[src/rtl/pmc_pkg.sv]
package pmc_pkg;

    typedef enum logic [1:0] {
        PM_RESET  = 2'd0,
        PM_ACTIVE = 2'd1,
        PM_SLEEP  = 2'd2,
        PM_DEEP   = 2'd3
    } pm_mode_e;

    localparam int STAT_W   = 32;
    localparam int MODE_LSB = 0;
    localparam int DBG_BIT  = 4;
    localparam int RDY_BIT  = 5;

    typedef struct packed {
        logic ready;
        logic dbg;
    } flags_t;

    typedef struct packed {
        pm_mode_e mode;
    } fsm_st_t;

    typedef struct packed {
        logic cpu;
        logic hf;
        logic periph;
        logic lf;
    } clk_en_t;

endpackage

[src/rtl/pmc_request_decode.sv]
module pmc_request_decode #(
    parameter int N_CPU = 2
) (
    input  logic [N_CPU-1:0] cpu_wait_i,
    input  logic [N_CPU-1:0] cpu_deep_i,
    input  logic             wake_i,
    output logic             any_run_o,
    output logic             all_deep_o
);
    logic [N_CPU-1:0] deep_ok;
    logic [N_CPU-1:0] running;

    for (genvar g = 0; g < N_CPU; g++) begin : g_cpu
        assign running[g] = ~cpu_wait_i[g];
        assign deep_ok[g] = cpu_wait_i[g] & cpu_deep_i[g];
    end

    always_comb begin
        any_run_o  = (|running) | wake_i;
        all_deep_o = &deep_ok;
    end

endmodule

[src/rtl/pmc_ready_tracker.sv]
module pmc_ready_tracker
    import pmc_pkg::*;
(
    input  logic clk,
    input  logic rst_n,
    input  logic lp_done_i,
    input  logic dbg_req_i,
    output logic ready_o,
    output logic dbg_o
);
    flags_t fl_d, fl_q;

    always_comb begin
        fl_d       = fl_q;
        fl_d.ready = fl_q.ready | lp_done_i;
        fl_d.dbg   = dbg_req_i;
    end

    always_ff @(posedge clk or negedge rst_n) begin
        if (!rst_n) fl_q <= '0;
        else        fl_q <= fl_d;
    end

    assign ready_o = fl_q.ready;
    assign dbg_o   = fl_q.dbg;


    ready_sticky_chk: assert property (@(posedge clk) disable iff (!rst_n)
        ready_o |=> ready_o);

    ready_set_chk: assert property (@(posedge clk) disable iff (!rst_n)
        lp_done_i |=> ready_o);

    dbg_mirror_chk: assert property (@(posedge clk) disable iff (!rst_n)
        dbg_req_i |=> dbg_o);

endmodule

[src/rtl/pmc_mode_fsm.sv]
module pmc_mode_fsm
    import pmc_pkg::*;
(
    input  logic     clk,
    input  logic     rst_n,
    input  logic     any_run_i,
    input  logic     all_deep_i,
    input  logic     ready_i,
    input  logic     dbg_i,
    output pm_mode_e mode_o
);
    fsm_st_t st_d, st_q;
    logic    deep_allowed;

    always_comb begin
        deep_allowed = all_deep_i & ready_i & ~dbg_i;
        st_d         = st_q;
        unique case (st_q.mode)
            PM_RESET: st_d.mode = PM_ACTIVE;
            default: begin
                if (any_run_i)         st_d.mode = PM_ACTIVE;
                else if (deep_allowed) st_d.mode = PM_DEEP;
                else                   st_d.mode = PM_SLEEP;
            end
        endcase
    end

    always_ff @(posedge clk or negedge rst_n) begin
        if (!rst_n) st_q.mode <= PM_RESET;
        else        st_q      <= st_d;
    end

    assign mode_o = st_q.mode;


    leave_reset_chk: assert property (@(posedge clk) disable iff (!rst_n)
        (mode_o == PM_RESET) |=> (mode_o == PM_ACTIVE));

    wake_active_chk: assert property (@(posedge clk) disable iff (!rst_n)
        any_run_i |=> (mode_o == PM_ACTIVE));

    not_ready_chk: assert property (@(posedge clk) disable iff (!rst_n)
        !ready_i |=> (mode_o != PM_DEEP));

    dbg_hold_chk: assert property (@(posedge clk) disable iff (!rst_n)
        dbg_i |=> (mode_o != PM_DEEP));

    sleep_chk: assert property (@(posedge clk) disable iff (!rst_n)
        (mode_o != PM_RESET && !any_run_i && !all_deep_i) |=> (mode_o == PM_SLEEP));

endmodule

[src/rtl/pmc_status_pack.sv]
module pmc_status_pack
    import pmc_pkg::*;
(
    input  pm_mode_e          mode_i,
    input  logic              dbg_i,
    input  logic              ready_i,
    output logic [STAT_W-1:0] status_o,
    output clk_en_t           en_o
);
    always_comb begin
        status_o                     = '0;
        status_o[MODE_LSB+1:MODE_LSB] = mode_i;
        status_o[DBG_BIT]            = dbg_i;
        status_o[RDY_BIT]            = ready_i;
    end

    always_comb begin
        en_o = '0;
        unique case (mode_i)
            PM_ACTIVE: en_o = '{cpu: 1'b1, hf: 1'b1, periph: 1'b1, lf: 1'b1};
            PM_SLEEP:  en_o = '{cpu: 1'b0, hf: 1'b1, periph: 1'b1, lf: 1'b1};
            PM_DEEP:   en_o = '{cpu: 1'b0, hf: 1'b0, periph: 1'b0, lf: 1'b1};
            default:   en_o = '0;
        endcase
    end

endmodule

[src/rtl/pmc_power_ctrl.sv]
module pmc_power_ctrl
    import pmc_pkg::*;
#(
    parameter int N_CPU = 2
) (
    input  logic              clk,
    input  logic              rst_n,
    input  logic [N_CPU-1:0]  cpu_wait_i,
    input  logic [N_CPU-1:0]  cpu_deep_i,
    input  logic              wake_i,
    input  logic              lp_done_i,
    input  logic              dbg_req_i,
    output logic [1:0]        mode_o,
    output logic              cpu_clk_en_o,
    output logic              hf_clk_en_o,
    output logic              periph_clk_en_o,
    output logic              lf_clk_en_o,
    output logic [STAT_W-1:0] status_o
);
    logic     any_run, all_deep, ready, dbg;
    pm_mode_e mode;
    clk_en_t  en;

    pmc_request_decode #(.N_CPU(N_CPU)) u_dec (
        .cpu_wait_i (cpu_wait_i),
        .cpu_deep_i (cpu_deep_i),
        .wake_i     (wake_i),
        .any_run_o  (any_run),
        .all_deep_o (all_deep)
    );

    pmc_ready_tracker u_rdy (
        .clk       (clk),
        .rst_n     (rst_n),
        .lp_done_i (lp_done_i),
        .dbg_req_i (dbg_req_i),
        .ready_o   (ready),
        .dbg_o     (dbg)
    );

    pmc_mode_fsm u_fsm (
        .clk        (clk),
        .rst_n      (rst_n),
        .any_run_i  (any_run),
        .all_deep_i (all_deep),
        .ready_i    (ready),
        .dbg_i      (dbg),
        .mode_o     (mode)
    );

    pmc_status_pack u_pack (
        .mode_i   (mode),
        .dbg_i    (dbg),
        .ready_i  (ready),
        .status_o (status_o),
        .en_o     (en)
    );

    assign mode_o          = mode;
    assign cpu_clk_en_o    = en.cpu;
    assign hf_clk_en_o     = en.hf;
    assign periph_clk_en_o = en.periph;
    assign lf_clk_en_o     = en.lf;


    deep_clocks_chk: assert property (@(posedge clk) disable iff (!rst_n)
        (mode_o == 2'd3) |-> (!hf_clk_en_o && !periph_clk_en_o && lf_clk_en_o));

    deep_entry_chk: assert property (@(posedge clk) disable iff (!rst_n)
        (mode_o != 2'd3) ##1 (mode_o == 2'd3) |-> $past(all_deep && ready && !dbg));

    status_zero_chk: assert property (@(posedge clk) disable iff (!rst_n)
        (status_o[STAT_W-1:RDY_BIT+1] == '0) && (status_o[DBG_BIT-1:2] == '0));

endmodule

[config.mk]
export PLATFORM = sky130hd
export DESIGN_NAME = pmc_power_ctrl
export DESIGN_NICKNAME = d
export VERILOG_FILES = /design/src/rtl/pmc_pkg.sv /design/src/rtl/pmc_request_decode.sv /design/src/rtl/pmc_ready_tracker.sv /design/src/rtl/pmc_mode_fsm.sv /design/src/rtl/pmc_status_pack.sv /design/src/rtl/pmc_power_ctrl.sv
export SDC_FILE = /design/constraint.sdc
export NUM_CORES = 1
export LEC_CHECK = 0
export BUFFER_PORTS_ARGS = -buffer_cell sky130_fd_sc_hd__buf_2
export CAP_MARGIN = 5
export CORE_MARGIN = 4
export CORE_UTILIZATION = 30
export DETAILED_ROUTE_END_ITERATION = 7
export PLACE_DENSITY = 0.72
export SYNTH_ARGS = -nofsm -noshare
export SYNTH_HDL_FRONTEND = slang
export SYNTH_SLANG_ARGS = --single-unit
export TNS_END_PERCENT = 5
[constraint.sdc]
create_clock -name clk -period 2.1 [get_ports clk]
set_clock_uncertainty 0.2 [all_clocks]
set_input_delay 0.21 -clock clk [delete_from_list [all_inputs] [get_ports clk]]
set_output_delay 0.21 -clock clk [all_outputs]
set_load 0.01 [all_outputs]
==> results by stage <==
GRT:
- Entering global routing, the biggest net connects 5 pins.
- The total grt overflow is 0.
- The first global-routing pass estimated 821 um of wire.
- The number of antenna violations at the first check in global routing is 0.
- For this run, the total global-route usage over all layers was measured as 0.06250.
- The via count of the first global-routing pass is 213.

Floorplan:
- The effective utilization at floorplan is 0.3221.
- Measured along the y axis, the die boundary spans 45.38 um.
- The number of placement rows is 13.
- In this run the count of I/O pins placed on the die edge is 47.
- The core region area is 1301 um^2.
- The die is 45.38 um wide.
- The area enclosed by the die boundary is 2059 um^2.

Place:
- The weighted congestion reported at the end of routability-driven placement is 0.5852.
- The estimated wirelength of the detail-placed design is 573.4 um.
- Port buffering added 18 buffers.

Timing:
- The final critical-path share of the clock period is 0.7207.
- Setup violations remaining at the end of the flow were counted as 0.
- The worst path in the final design needs a cycle of 1.514 ns, including I/O delays and setup.
- The count of final hold-check violations is 0.
- Setup repair after global routing left no endpoint under its margin.
- The final setup TNS is 0 ns.
- Derived from the worst setup path, the maximum achievable clock frequency is 0.6607 GHz.
- The max-slew violation count is 0.

Job:
- The tool flagged a number of max-cap violations equal to 0.

CTS:
- The cell at the root of the clock tree is clkbuf_4.
- The later pin in the worst-skew pair is clocked with a latency of 0.24 ns.
- Buffers inserted to repair hold after CTS numbered 3.
- The clock passes through at most 2 buffers.
- CTS built an H-tree with a depth of 1.
- The clock edge transition at the registers on the reported setup and hold paths is 0.04 ns.
- The number of gates resized after CTS was 0.
- For this design, the sink count on the clock tree is 4.
- After clock tree synthesis, the setup repair step added 0 buffers.
- TritonCTS built the clock tree.
- The number of buffers added by the clock tree synthesis step is 3.

Worst setup path:
- The signal on the critical path passes through inv_1 > ha_1 > buf_2.
- The worst setup path is of the register to output pin kind.
- The critical path buffer and inverter count is 2.
- The slowest cell on the critical path is dfrtp_1.
- STA puts the critical path data arrival time at 1.10 ns.
- The family of cells with the greatest summed delay on the critical path is flip-flops.
- The worst setup path is launched from a register.
- In this run the worst path has a maximum fanout of 4.
- The delay of the slowest cell on the worst path is 0.37 ns.
- Data on the critical path is required at its endpoint by 1.69 ns.
- The category of the worst setup path capture point is an output pin.

Yosys:
- By area the synthesized netlist is led by buf_4, dfrtp_1, ha_1, and4bb_1, inv_1.
- After synthesis, the mean cell area works out to 8.918 um^2.
- The top-area cell type share of the netlist area is 0.5910.
- The post-synthesis register bit count is 4.
- In this run, distinct cell masters in the synthesized netlist total 9.
- The count of mapped cells out of synthesis is 47.
- During synthesis, Yosys emitted a total of 0 warnings.
- Summing every instance area after synthesis gives 419.2 um^2.
- The part of the Yosys area used for sequential elements is 0.2388.
- The library cell occupying the most area in the post-synthesis netlist is buf_4.

Drt:
- Dividing the detail-routed wire length by the instance count gives 8.263 um.
- For this run, the detailed router's first-pass iteration total came to 1.
- The number of vias in the routed layout is 262.
- Once detail routing completed, the nets flagged for antenna violations numbered 0.
- The routed via count divided by cell count is 3.275.
- For this block, the routed nets add up to 661 um of wire.
- The count of routing violations after the opening detailed-route iteration is 0.
- The number of remaining DRC errors is 0.

Worst hold path:
- In this run the worst hold path is classified as primary input to register.

Cells and area:
- The most frequent standard cell in the layout excluding fill and tap cells is conb_1.
- The total inserted antenna cells is 0.
- The utilization of the core after routing is 0.3337.
- The top cell types in the final layout, fill and taps aside, are conb_1, buf_2, dfrtp_1.
- The final layout net count is 78.
- The ratio of cells with drive above 1 in the final layout is 0.3385.
- Compared with the post-synthesis result, the final layout area differs by 3.582%.
- The count of filler cells inserted in the layout is 133.

Power and ir drop:
- The power per cell area is 533.4 nW/um^2.
- In this run the static leakage power is 0.0002603 uW.
- The maximum vdd ir drop is 0.0003037 V.

Status:
- The flow ran to the end, and the final reports show no timing, DRC or antenna violations.
## kinds of logic (layout without fill, tap and decap cells)
logic type	after synthesis	in the layout	share of synthesized area
flops	4	4	0.2388
simple gates	4	4	0.07463
other cells	1	28	0.008947
fa+ha+maj	2	2	0.05969
buf+inv	36	27	0.6179
## synth_stat cells
cell and n:
nand4b_1 1, conb_1 1, or2_2 1, dfrtp_1 4, and4bb_1 1, inv_1 3
nand2_1 1, buf_4 33, ha_1 2
## tightest hold or removal path, cell delays in order
cell and delay (ns):
buf_2 0.10, nand4b_1 0.08, nand2_1 0.05
## through the flow
stage | cells | total power (uW) | cell area (um^2) | worst slack [ns] | hold slack [ns]
final | 80 | 231.6 | 434.2 | 0.5865 | 0.04541
after global routing | 80 | 248.1 | 434.2 | 0.5338 | 0.04974
after CTS | 80 | 235.0 | 434.2 | 0.5671 | 0.04165
after detailed placement | 74 | 133.2 | 381.6 | 0.8266 | -0.1795
after global placement | 74 | 132.7 | 381.6 | 0.8548 | -0.1812
after floorplan | 74 | 159.8 | 520.5 | 0.7354 | -0.2856
## final timing paths
path / startpoint / endpoint / slack (ns) / cells after the start
max: u_fsm.mode_o[0]$_DFF_PN0_ / hf_clk_en_o / 0.59 / 3
min: cpu_deep_i[0] / u_fsm.mode_o[0]$_DFF_PN0_ / 0.05 / 3
max reg2reg: u_fsm.mode_o[0]$_DFF_PN0_ / u_fsm.mode_o[0]$_DFF_PN0_ / 0.81 / 4
min reg2reg: u_rdy.ready_o$_DFF_PN0_ / u_rdy.ready_o$_DFF_PN0_ / 0.30 / 1
max in group asynchronous: rst_n / u_rdy.ready_o$_DFF_PN0_ / 1.47 / 2
min in group asynchronous: rst_n / u_fsm.mode_o[1]$_DFF_PN0_ / 0.11 / 2
## where the power goes
| part | internal, uW | total, uW | switching [uW] | leakage [uW] |
|---|---|---|---|---|
| Clock | 63.8 | 94.2 | 30.4 | 0.0000138 |
| Sequential | 80.1 | 81.7 | 1.66 | 0.0000433 |
| Combinational | 17.9 | 55.7 | 37.7 | 0.000203 |
## final cells by class
| class | instances | area (um^2) | share of cell area |
|---|---|---|---|
| tap | 15 | 18.77 | 0.04323 |
| sequential | 4 | 100.1 | 0.2305 |
| timing repair buffer | 21 | 120.1 | 0.2767 |
| inverter | 3 | 11.26 | 0.02594 |
| clock buffer | 3 | 22.52 | 0.05187 |
| multi-input combinational | 34 | 161.4 | 0.3718 |
## state kept, by name, indices dropped and copies added, names as in the netlist
name and count:
u_rdy.ready_o 1, u_rdy.dbg_o 1, u_fsm.mode_o 2
## routing by layer
metal / wire (um) / GRT usage
met1: 184 / 0.05072
met2: 311 / 0.1031
met3: 165 / 0.06324
met4: 0 / 0.01754
met5: 0 / 0
Note: power is estimated with default switching activity, not from simulation.
